--- src/rtl/gpio_irq_bank_pkg.sv ---
package gpio_irq_bank_pkg;

  localparam logic [7:0] OFS_ENABLE = 8'h00;
  localparam logic [7:0] OFS_POLAR  = 8'h04;
  localparam logic [7:0] OFS_LEVSEL = 8'h08;
  localparam logic [7:0] OFS_BOTH   = 8'h0C;
  localparam logic [7:0] OFS_STATUS = 8'h10;
  localparam logic [7:0] OFS_LEVEL  = 8'h14;
  localparam logic [7:0] OFS_DRIVE  = 8'h18;

  // Trigger decision for one pin from its three configuration bits.
  function automatic logic trig_hit(input logic lev_mode, input logic polar,
                                    input logic both, input logic now_v,
                                    input logic old_v);
    logic rise, fall;
    rise = now_v & ~old_v;
    fall = ~now_v & old_v;
    if (lev_mode)  return (now_v == polar);
    else if (both) return rise | fall;
    else           return polar ? rise : fall;
  endfunction

  // Next status bit: a detection outranks a write-one clear.
  function automatic logic stat_next(input logic cur, input logic clr,
                                     input logic hit);
    return hit | (cur & ~clr);
  endfunction

endpackage

--- src/rtl/irqbank_sync.sv ---
module irqbank_sync #(
  parameter int W      = 32,
  parameter int STAGES = 2
) (
  input  logic         clk,
  input  logic         rst_n,
  input  logic [W-1:0] async_i,
  output logic [W-1:0] sync_o
);

  logic [W-1:0] stage_q [STAGES];

  always_ff @(posedge clk or negedge rst_n) begin
    if (!rst_n) begin
      for (int s = 0; s < STAGES; s++) stage_q[s] <= '0;
    end else begin
      stage_q[0] <= async_i;
      for (int s = 1; s < STAGES; s++) stage_q[s] <= stage_q[s-1];
    end
  end

  assign sync_o = stage_q[STAGES-1];

endmodule

--- src/rtl/irqbank_detect.sv ---
module irqbank_detect
  import gpio_irq_bank_pkg::*;
#(
  parameter int W = 32
) (
  input  logic         clk,
  input  logic         rst_n,
  input  logic [W-1:0] level_i,
  input  logic [W-1:0] polar_i,
  input  logic [W-1:0] levsel_i,
  input  logic [W-1:0] both_i,
  output logic [W-1:0] hit_o
);

  logic [W-1:0] prev_q;

  always_ff @(posedge clk or negedge rst_n) begin
    if (!rst_n) prev_q <= '0;
    else        prev_q <= level_i;
  end

  for (genvar b = 0; b < W; b++) begin : g_pin
    assign hit_o[b] = trig_hit(levsel_i[b], polar_i[b], both_i[b],
                               level_i[b], prev_q[b]);
  end

  // An edge-mode pin never reports a hit while its input holds still.
  AST_EDGE_NEEDS_CHANGE: assert property (@(posedge clk) disable iff (!rst_n)
    ((hit_o & ~levsel_i & ~(level_i ^ prev_q)) == '0));

endmodule

--- src/rtl/irqbank_regs.sv ---
module irqbank_regs
  import gpio_irq_bank_pkg::*;
#(
  parameter int W  = 32,
  parameter int AW = 5
) (
  input  logic          clk,
  input  logic          rst_n,
  input  logic          wr_i,
  input  logic [AW-1:0] addr_i,
  input  logic [W-1:0]  wdata_i,
  output logic [W-1:0]  rdata_o,
  input  logic [W-1:0]  hit_i,
  input  logic [W-1:0]  level_i,
  output logic [W-1:0]  polar_o,
  output logic [W-1:0]  levsel_o,
  output logic [W-1:0]  both_o,
  output logic [W-1:0]  drive_o,
  output logic          irq_o
);

  logic [W-1:0] enable_q, polar_q, levsel_q, both_q, drive_q, status_q;
  logic [W-1:0] clr_mask, status_d;
  logic [7:0]   ofs;
  logic         irq_q;

  assign ofs      = 8'(addr_i);
  assign clr_mask = (wr_i && ofs == OFS_STATUS) ? wdata_i : '0;

  for (genvar b = 0; b < W; b++) begin : g_stat
    assign status_d[b] = stat_next(status_q[b], clr_mask[b], hit_i[b]);
  end

  always_ff @(posedge clk or negedge rst_n) begin
    if (!rst_n) begin
      enable_q <= '0;
      polar_q  <= '0;
      levsel_q <= '0;
      both_q   <= '1;
      drive_q  <= '0;
      status_q <= '0;
      irq_q    <= 1'b0;
    end else begin
      if (wr_i) begin
        case (ofs)
          OFS_ENABLE: enable_q <= wdata_i;
          OFS_POLAR:  polar_q  <= wdata_i;
          OFS_LEVSEL: levsel_q <= wdata_i;
          OFS_BOTH:   both_q   <= wdata_i;
          OFS_DRIVE:  drive_q  <= wdata_i;
          default: ;
        endcase
      end
      status_q <= status_d;
      irq_q    <= |(status_q & enable_q);
    end
  end

  always_comb begin
    case (ofs)
      OFS_ENABLE: rdata_o = enable_q;
      OFS_POLAR:  rdata_o = polar_q;
      OFS_LEVSEL: rdata_o = levsel_q;
      OFS_BOTH:   rdata_o = both_q;
      OFS_STATUS: rdata_o = status_q;
      OFS_LEVEL:  rdata_o = level_i;
      OFS_DRIVE:  rdata_o = drive_q;
      default:    rdata_o = '0;
    endcase
  end

  assign polar_o  = polar_q;
  assign levsel_o = levsel_q;
  assign both_o   = both_q;
  assign drive_o  = drive_q;
  assign irq_o    = irq_q;

  AST_DETECT_SETS: assert property (@(posedge clk) disable iff (!rst_n)
    1'b1 |=> ((status_q & $past(hit_i)) == $past(hit_i)));
  AST_W1C_CLEARS: assert property (@(posedge clk) disable iff (!rst_n)
    1'b1 |=> ((status_q & $past(clr_mask) & ~$past(hit_i)) == '0));
  AST_STICKY_SOURCE: assert property (@(posedge clk) disable iff (!rst_n)
    1'b1 |=> ((status_q & ~$past(status_q) & ~$past(hit_i)) == '0));
  AST_IRQ_QUIET: assert property (@(posedge clk) disable iff (!rst_n)
    ((status_q & enable_q) == '0) |=> !irq_q);
  AST_IRQ_RAISE: assert property (@(posedge clk) disable iff (!rst_n)
    ((status_q & enable_q) != '0) |=> irq_q);

endmodule

--- src/rtl/gpio_irq_bank.sv ---
module gpio_irq_bank #(
  parameter int W           = 32,
  parameter int AW          = 5,
  parameter int SYNC_STAGES = 2
) (
  input  logic          clk,
  input  logic          rst_n,
  input  logic [W-1:0]  pin_i,
  input  logic          reg_wr_i,
  input  logic [AW-1:0] reg_addr_i,
  input  logic [W-1:0]  reg_wdata_i,
  output logic [W-1:0]  reg_rdata_o,
  output logic          irq_o,
  output logic [W-1:0]  drive_o
);

  logic [W-1:0] level_w, hit_w, polar_w, levsel_w, both_w;

  irqbank_sync #(.W(W), .STAGES(SYNC_STAGES)) u_sync (
    .clk     (clk),
    .rst_n   (rst_n),
    .async_i (pin_i),
    .sync_o  (level_w)
  );

  irqbank_detect #(.W(W)) u_detect (
    .clk      (clk),
    .rst_n    (rst_n),
    .level_i  (level_w),
    .polar_i  (polar_w),
    .levsel_i (levsel_w),
    .both_i   (both_w),
    .hit_o    (hit_w)
  );

  irqbank_regs #(.W(W), .AW(AW)) u_regs (
    .clk      (clk),
    .rst_n    (rst_n),
    .wr_i     (reg_wr_i),
    .addr_i   (reg_addr_i),
    .wdata_i  (reg_wdata_i),
    .rdata_o  (reg_rdata_o),
    .hit_i    (hit_w),
    .level_i  (level_w),
    .polar_o  (polar_w),
    .levsel_o (levsel_w),
    .both_o   (both_w),
    .drive_o  (drive_o),
    .irq_o    (irq_o)
  );

endmodule

--- config.mk ---
export PLATFORM = sky130hd
export DESIGN_NAME = gpio_irq_bank
export DESIGN_NICKNAME = d
export VERILOG_FILES = /design/src/rtl/gpio_irq_bank_pkg.sv /design/src/rtl/irqbank_sync.sv /design/src/rtl/irqbank_detect.sv /design/src/rtl/irqbank_regs.sv /design/src/rtl/gpio_irq_bank.sv
export SDC_FILE = /design/constraint.sdc
export NUM_CORES = 1
export LEC_CHECK = 0
export ABC_AREA = 1
export BUFFER_PORTS_ARGS = -buffer_cell sky130_fd_sc_hd__buf_4
export CAP_MARGIN = 20
export CORE_ASPECT_RATIO = 1.25
export CORE_MARGIN = 2
export CORE_UTILIZATION = 54
export CTS_CLUSTER_DIAMETER = 30
export DETAILED_ROUTE_END_ITERATION = 10
export PLACE_DENSITY = 0.76
export SYNTH_ARGS = -nofsm -noshare
export SYNTH_HDL_FRONTEND = slang
export SYNTH_SLANG_ARGS = --single-unit
--- constraint.sdc ---
create_clock -name clk -period 1.1 [get_ports clk]
set_clock_uncertainty 0.1 [all_clocks]
set_input_delay 0.11 -clock clk [delete_from_list [all_inputs] [get_ports clk]]
set_output_delay 0.11 -clock clk [all_outputs]
set_load 0.005 [all_outputs]
Yosys cells after proc, flatten, opt, wreduce, memory -nomap -nowiden --
Cells that the tools add are included.
Storage, ports and cells: register bits after elaboration 289, bits of input ports 72, output and inout bits 65
Cells by class: equal/unequal tests 38, mux-type cells 98, bitwise logic cells 257, reductions and logical operators 8
Operator list (number):
- 32-bit case mux with 7 select lines | 1
- 1-bit AND | 96
- 1-bit two-way mux | 96
- 1-bit inverter | 96
- 1-bit bitwise OR | 64
- 32-bit AND | 1
- 1-bit == test | 32
- 32-bit two-way mux | 1
- 32-bit OR reduction | 1
- 5-bit == test (second input constant) | 3
- 5-bit by 4-bit == test with 1-bit output (second input constant) | 2
- 2-bit AND reduction | 5
- 8-bit logical NOT | 1
- 5-bit by 3-bit == test with 1-bit output (second input constant) | 1
- 1-bit logical AND | 1

Logic depth before layout (Yosys ltp) --
word-level depth 6, mapped depth 8

Cells and area by module --
Synthesis repeated with hierarchy kept, for this count alone.
Second synthesis, totals: cell total of the unflattened synthesis 1910, area total of the unflattened synthesis 15312.2 um2
By module, submodules not included:
- irqbank_regs | instances 1, cells each 1302, area each 9947.0 um2
- irqbank_detect | instances 1, cells each 512, area each 3523.4 um2
- irqbank_sync | instances 1, cells each 96, area each 1841.8 um2

Worst setup path after synthesis --
No wires, ideal clock.
kind input-to-output, from in reg_addr_i[4], to out reg_rdata_o[22], arrival 1.026 ns, setup slack -0.136 ns, stages on the path 8, path through buf_2 inv_2 buf_2 buf_2 nand4_1 nand2_1 nor2_1 nand2_1
Between the ends: cells in the longest elaborated chain, start to end 2, elaborated cells on any way between the ends 8, classes of those cells 6 x eq/ne; 1 x mux; 1 x reduce/logical
RTL lines:
- from (decl) | line gpio_irq_bank.sv:10 | input logic [AW-1:0] reg_addr_i,
- 5-bit == test (tied with other cells) | line irqbank_regs.sv:60 | case (ofs)
- 32-bit case mux with 7 select lines (*) | line irqbank_regs.sv:60
- to (decl) | line gpio_irq_bank.sv:12 | output logic [W-1:0] reg_rdata_o,
Every way passes the cells marked *; elsewhere a longest branch is shown, timed or not.

Worst setup path after layout --
from reg u_sync.stage_q, in the netlist u_sync.sync_o[1], to out reg_rdata_o[1]
Between the ends: cells in the longest elaborated chain, start to end 1
RTL lines:
- from (decl) | line irqbank_sync.sv:11 | logic [W-1:0] stage_q [STAGES];
- 32-bit case mux with 7 select lines | line irqbank_regs.sv:60
Every way passes these cells.

==> results.tsv <==
metric	value	unit
antenna violations before repair	0	
drt first-iter violations	1394	
# DRC	0	
Remaining Overflow, GRT	0	
WS Path Type	flop to primary output	
I/O pin count	137	
FF-to-FF Start	u_sync.sync_o[0]$_DFF_PN0_	
R2R depth	9	
P&R area growth vs syn	47.3	%
CP max-delay cell	dfrtp_2	
Slew HR	0.733	
clock sink count	289	
post-layout util	0.811	
failing checks	setup timing	
Root Buffer	clkbuf_16	
CP arrival	1630	ps
CP bufs+invs	1	
CTS tree	built	
first-pass GRT wire length	76.9	mm
vias in the first global route	15600	
diode count	0	
flop2flop setup slack	-410	ps
Cell Area, Synth	14800	µm²
crit path launch	u_sync.sync_o[1]$_DFF_PN0_	
final WL	50.6	mm
largest net degree at the start of global routing	74	
critical path required time	890	ps
Power per Cell Area	1820	nW/µm²
Startpoint Class	flop	
Worst VDD drop	0.00158	V
RR Endpoint	u_regs.status_q[0]$_DFF_PN0_	
Cells after Synth	1886	
period utilization	1.67	
Synth Net Count	2022	
Initial Util	0.551	
average size of a mapped cell	7.86	µm²
Filler cells	1563	
crit end category	primary output	
Final setup viols	99	
RSZ-0062 raised after global routing	yes	
Seq/Total Area, Yosys	0.491	
Final GP Congestion	0.862	
htree depth	2	
Die H	189	µm
max-slew violations	0	
HPWL Detailed	28.2	mm
DR pass1 iterations	7	
total power draw	0.0398	W
Setup WS post-layout	-741	ps
worst stage delay on the critical path	440	ps
fin area	21800	µm²
Max Fclk	543	MHz
Synth warnings	0	
Final ANT Viol Nets	0	
crit path cell chain	nand4_1 > nand2_1 > nor2_1 > nand2_2 > buf_6	
HP Class	primary input to asynchronous set/reset pin	
TritonCTS Buffers	57	
fin crit period	1840	ps
count of different cell masters after synthesis	20	
status	complete, but fails checks	
via count	15600	
LEAKAGE	10.9	nW
DP Area	17700	µm²
Final Hold Vio Count	0	
layout cells sized above 1	0.296	
PortBufs	136	
cell row count	67	
critical path peak fanout	2	
clock slew seen by the registers of the worst setup and hold paths	50	ps
routed vias/inst	5.87	
worst slew pin tran	400	ps
fin nets	2396	
CORE AREA	26900	µm²
die width	152	µm
Die Footprint	28800	µm²
Max Cap Viol	0	
delay-heaviest family, CP	simple AND/OR/NAND/NOR gates	
routed len/inst	19.1	µm
clk_lat worst skew	580	ps
clk buf depth	3	
FF+latch count, synth	289	
GRT Util Overall	0.329	
-- cells in the final DEF, fill, tap and decap left out, types with 12 or more instances in the layout --
cell type        n
ha_4            34
o21ai_1        100
clkbuf_16       59
inv_1          155
buf_6           97
ha_2            15
nand2_2         34
nand4_1        192
buf_12          35
ha_1            15
dlygate4sd3_1   66
dfstp_2         32
nand2_1        591
buf_4          221
a21oi_2         23
dfrtp_1        246
nor2_1          94
a21oi_1         40
inv_2           30
o21ai_0        114
nor2_2          12
-- power by group --
part           switching (W)  total (W)  leakage, nW  internal [W]
Combinational        0.00405    0.00754         6.64       0.00349
Clock                0.00597     0.0187        0.994        0.0128
Sequential           0.00128     0.0135         3.29        0.0122
-- state kept, by name (all words and copies together) (netlist names) --
register         cells
u_detect.prev_q     32
u_regs.both_o       32
u_regs.drive_o      32
u_regs.enable_q     32
u_regs.irq_o         1
u_regs.levsel_o     32
u_regs.polar_o      32
u_regs.status_q     32
u_sync.stage_q      32
u_sync.sync_o       32
-- worst min-delay path, delay by kind of cell --
family | cells | cell delay [ps]
buffers and inverters | 3 | 940
-- cell type report --
class	instances	area [µm²]	share of cell area
multi-input combinational	1295	7120	0.326
tap	345	432	0.0198
sequential	289	7290	0.334
timing repair buffer	420	4130	0.189
inverter	197	772	0.0354
clock inverter	34	494	0.0226
clock buffer	73	1590	0.0728
-- metrics by stage --
step / std cells / worst slack, ps / setup TNS [ps] / hold WS, ps
floorplan: 1886 / -62.8 / -6770 / -286
global placement: 2426 / -352 / -65820 / -165
detailed placement: 2426 / -425 / -72450 / -166
CTS: 2632 / -697 / -34640 / 36.1
global route: 2653 / -791 / -40810 / 42.1
finish: 2653 / -741 / -36200 / 34.2
-- how the worst max path moves through the flow --
| stage | endpoint | slack, ps | depth (start not counted) |
|---|---|---|---|
| global route | reg_rdata_o[29] | -790 | 6 |
| floorplan | u_regs.status_q[20]$_DFF_PN0_ | -60 | 7 |
| finish | reg_rdata_o[1] | -740 | 5 |
| global placement | reg_rdata_o[10] | -350 | 9 |
| detailed placement | u_regs.drive_o[0]$_DFFE_PN0P_ | -420 | 8 |
| CTS | reg_rdata_o[29] | -700 | 6 |
-- cell families (layout without fill, tap and decap cells) --
kind of cell | count (synthesis) | in the layout | synth area share
AOI/OAI and AO/OA | 288 | 288 | 0.0973
adders and majority gates | 64 | 64 | 0.0540
DFF | 289 | 289 | 0.491
and+or+nand+nor | 943 | 943 | 0.276
buffers and inverters | 302 | 724 | 0.0823
-- what timing repair did --
action / 4_1_cts / 5_1_grt
endpoints found under the setup margin: 98 / 102
hold buffers: 66 / 0
pin swaps: 83 / 103
hold endpoints to repair: 513 / 0
setup buffers: 38 / 31
gates resized for setup: 126 / 158
-- metal layers --
metal,up-vias,GRT usage,wire length (µm)
met3,283,0.0540,4540
met2,981,0.558,24500
met1,7399,0.396,18600
met4,0,0.197,2940
li1,6919,-,-
met5,-,0,0
-- Yosys cell counts --
| master | number | area share |
|---|---|---|
| nand4_1 | 192 | 0.081 |
| nand3_1 | 3 | 0.0010 |
| nand4_2 | 1 | 0.00084 |
| ha_1 | 64 | 0.054 |
| nor2_4 | 4 | 0.0030 |
| dfrtp_1 | 257 | 0.43 |
| dfstp_2 | 32 | 0.057 |
| inv_1 | 192 | 0.049 |
| nand2_1 | 630 | 0.16 |
| buf_4 | 3 | 0.0015 |
| nor2_2 | 3 | 0.0013 |
| buf_1 | 10 | 0.0025 |
| inv_2 | 5 | 0.0013 |
| buf_2 | 60 | 0.020 |
| o21ai_1 | 63 | 0.021 |
| nor2_1 | 108 | 0.027 |
| a21oi_1 | 64 | 0.022 |
| o21ai_0 | 161 | 0.054 |
| clkbuf_1 | 32 | 0.0081 |
| nand3_2 | 2 | 0.0014 |
Note: power is estimated with default switching activity, not from simulation.
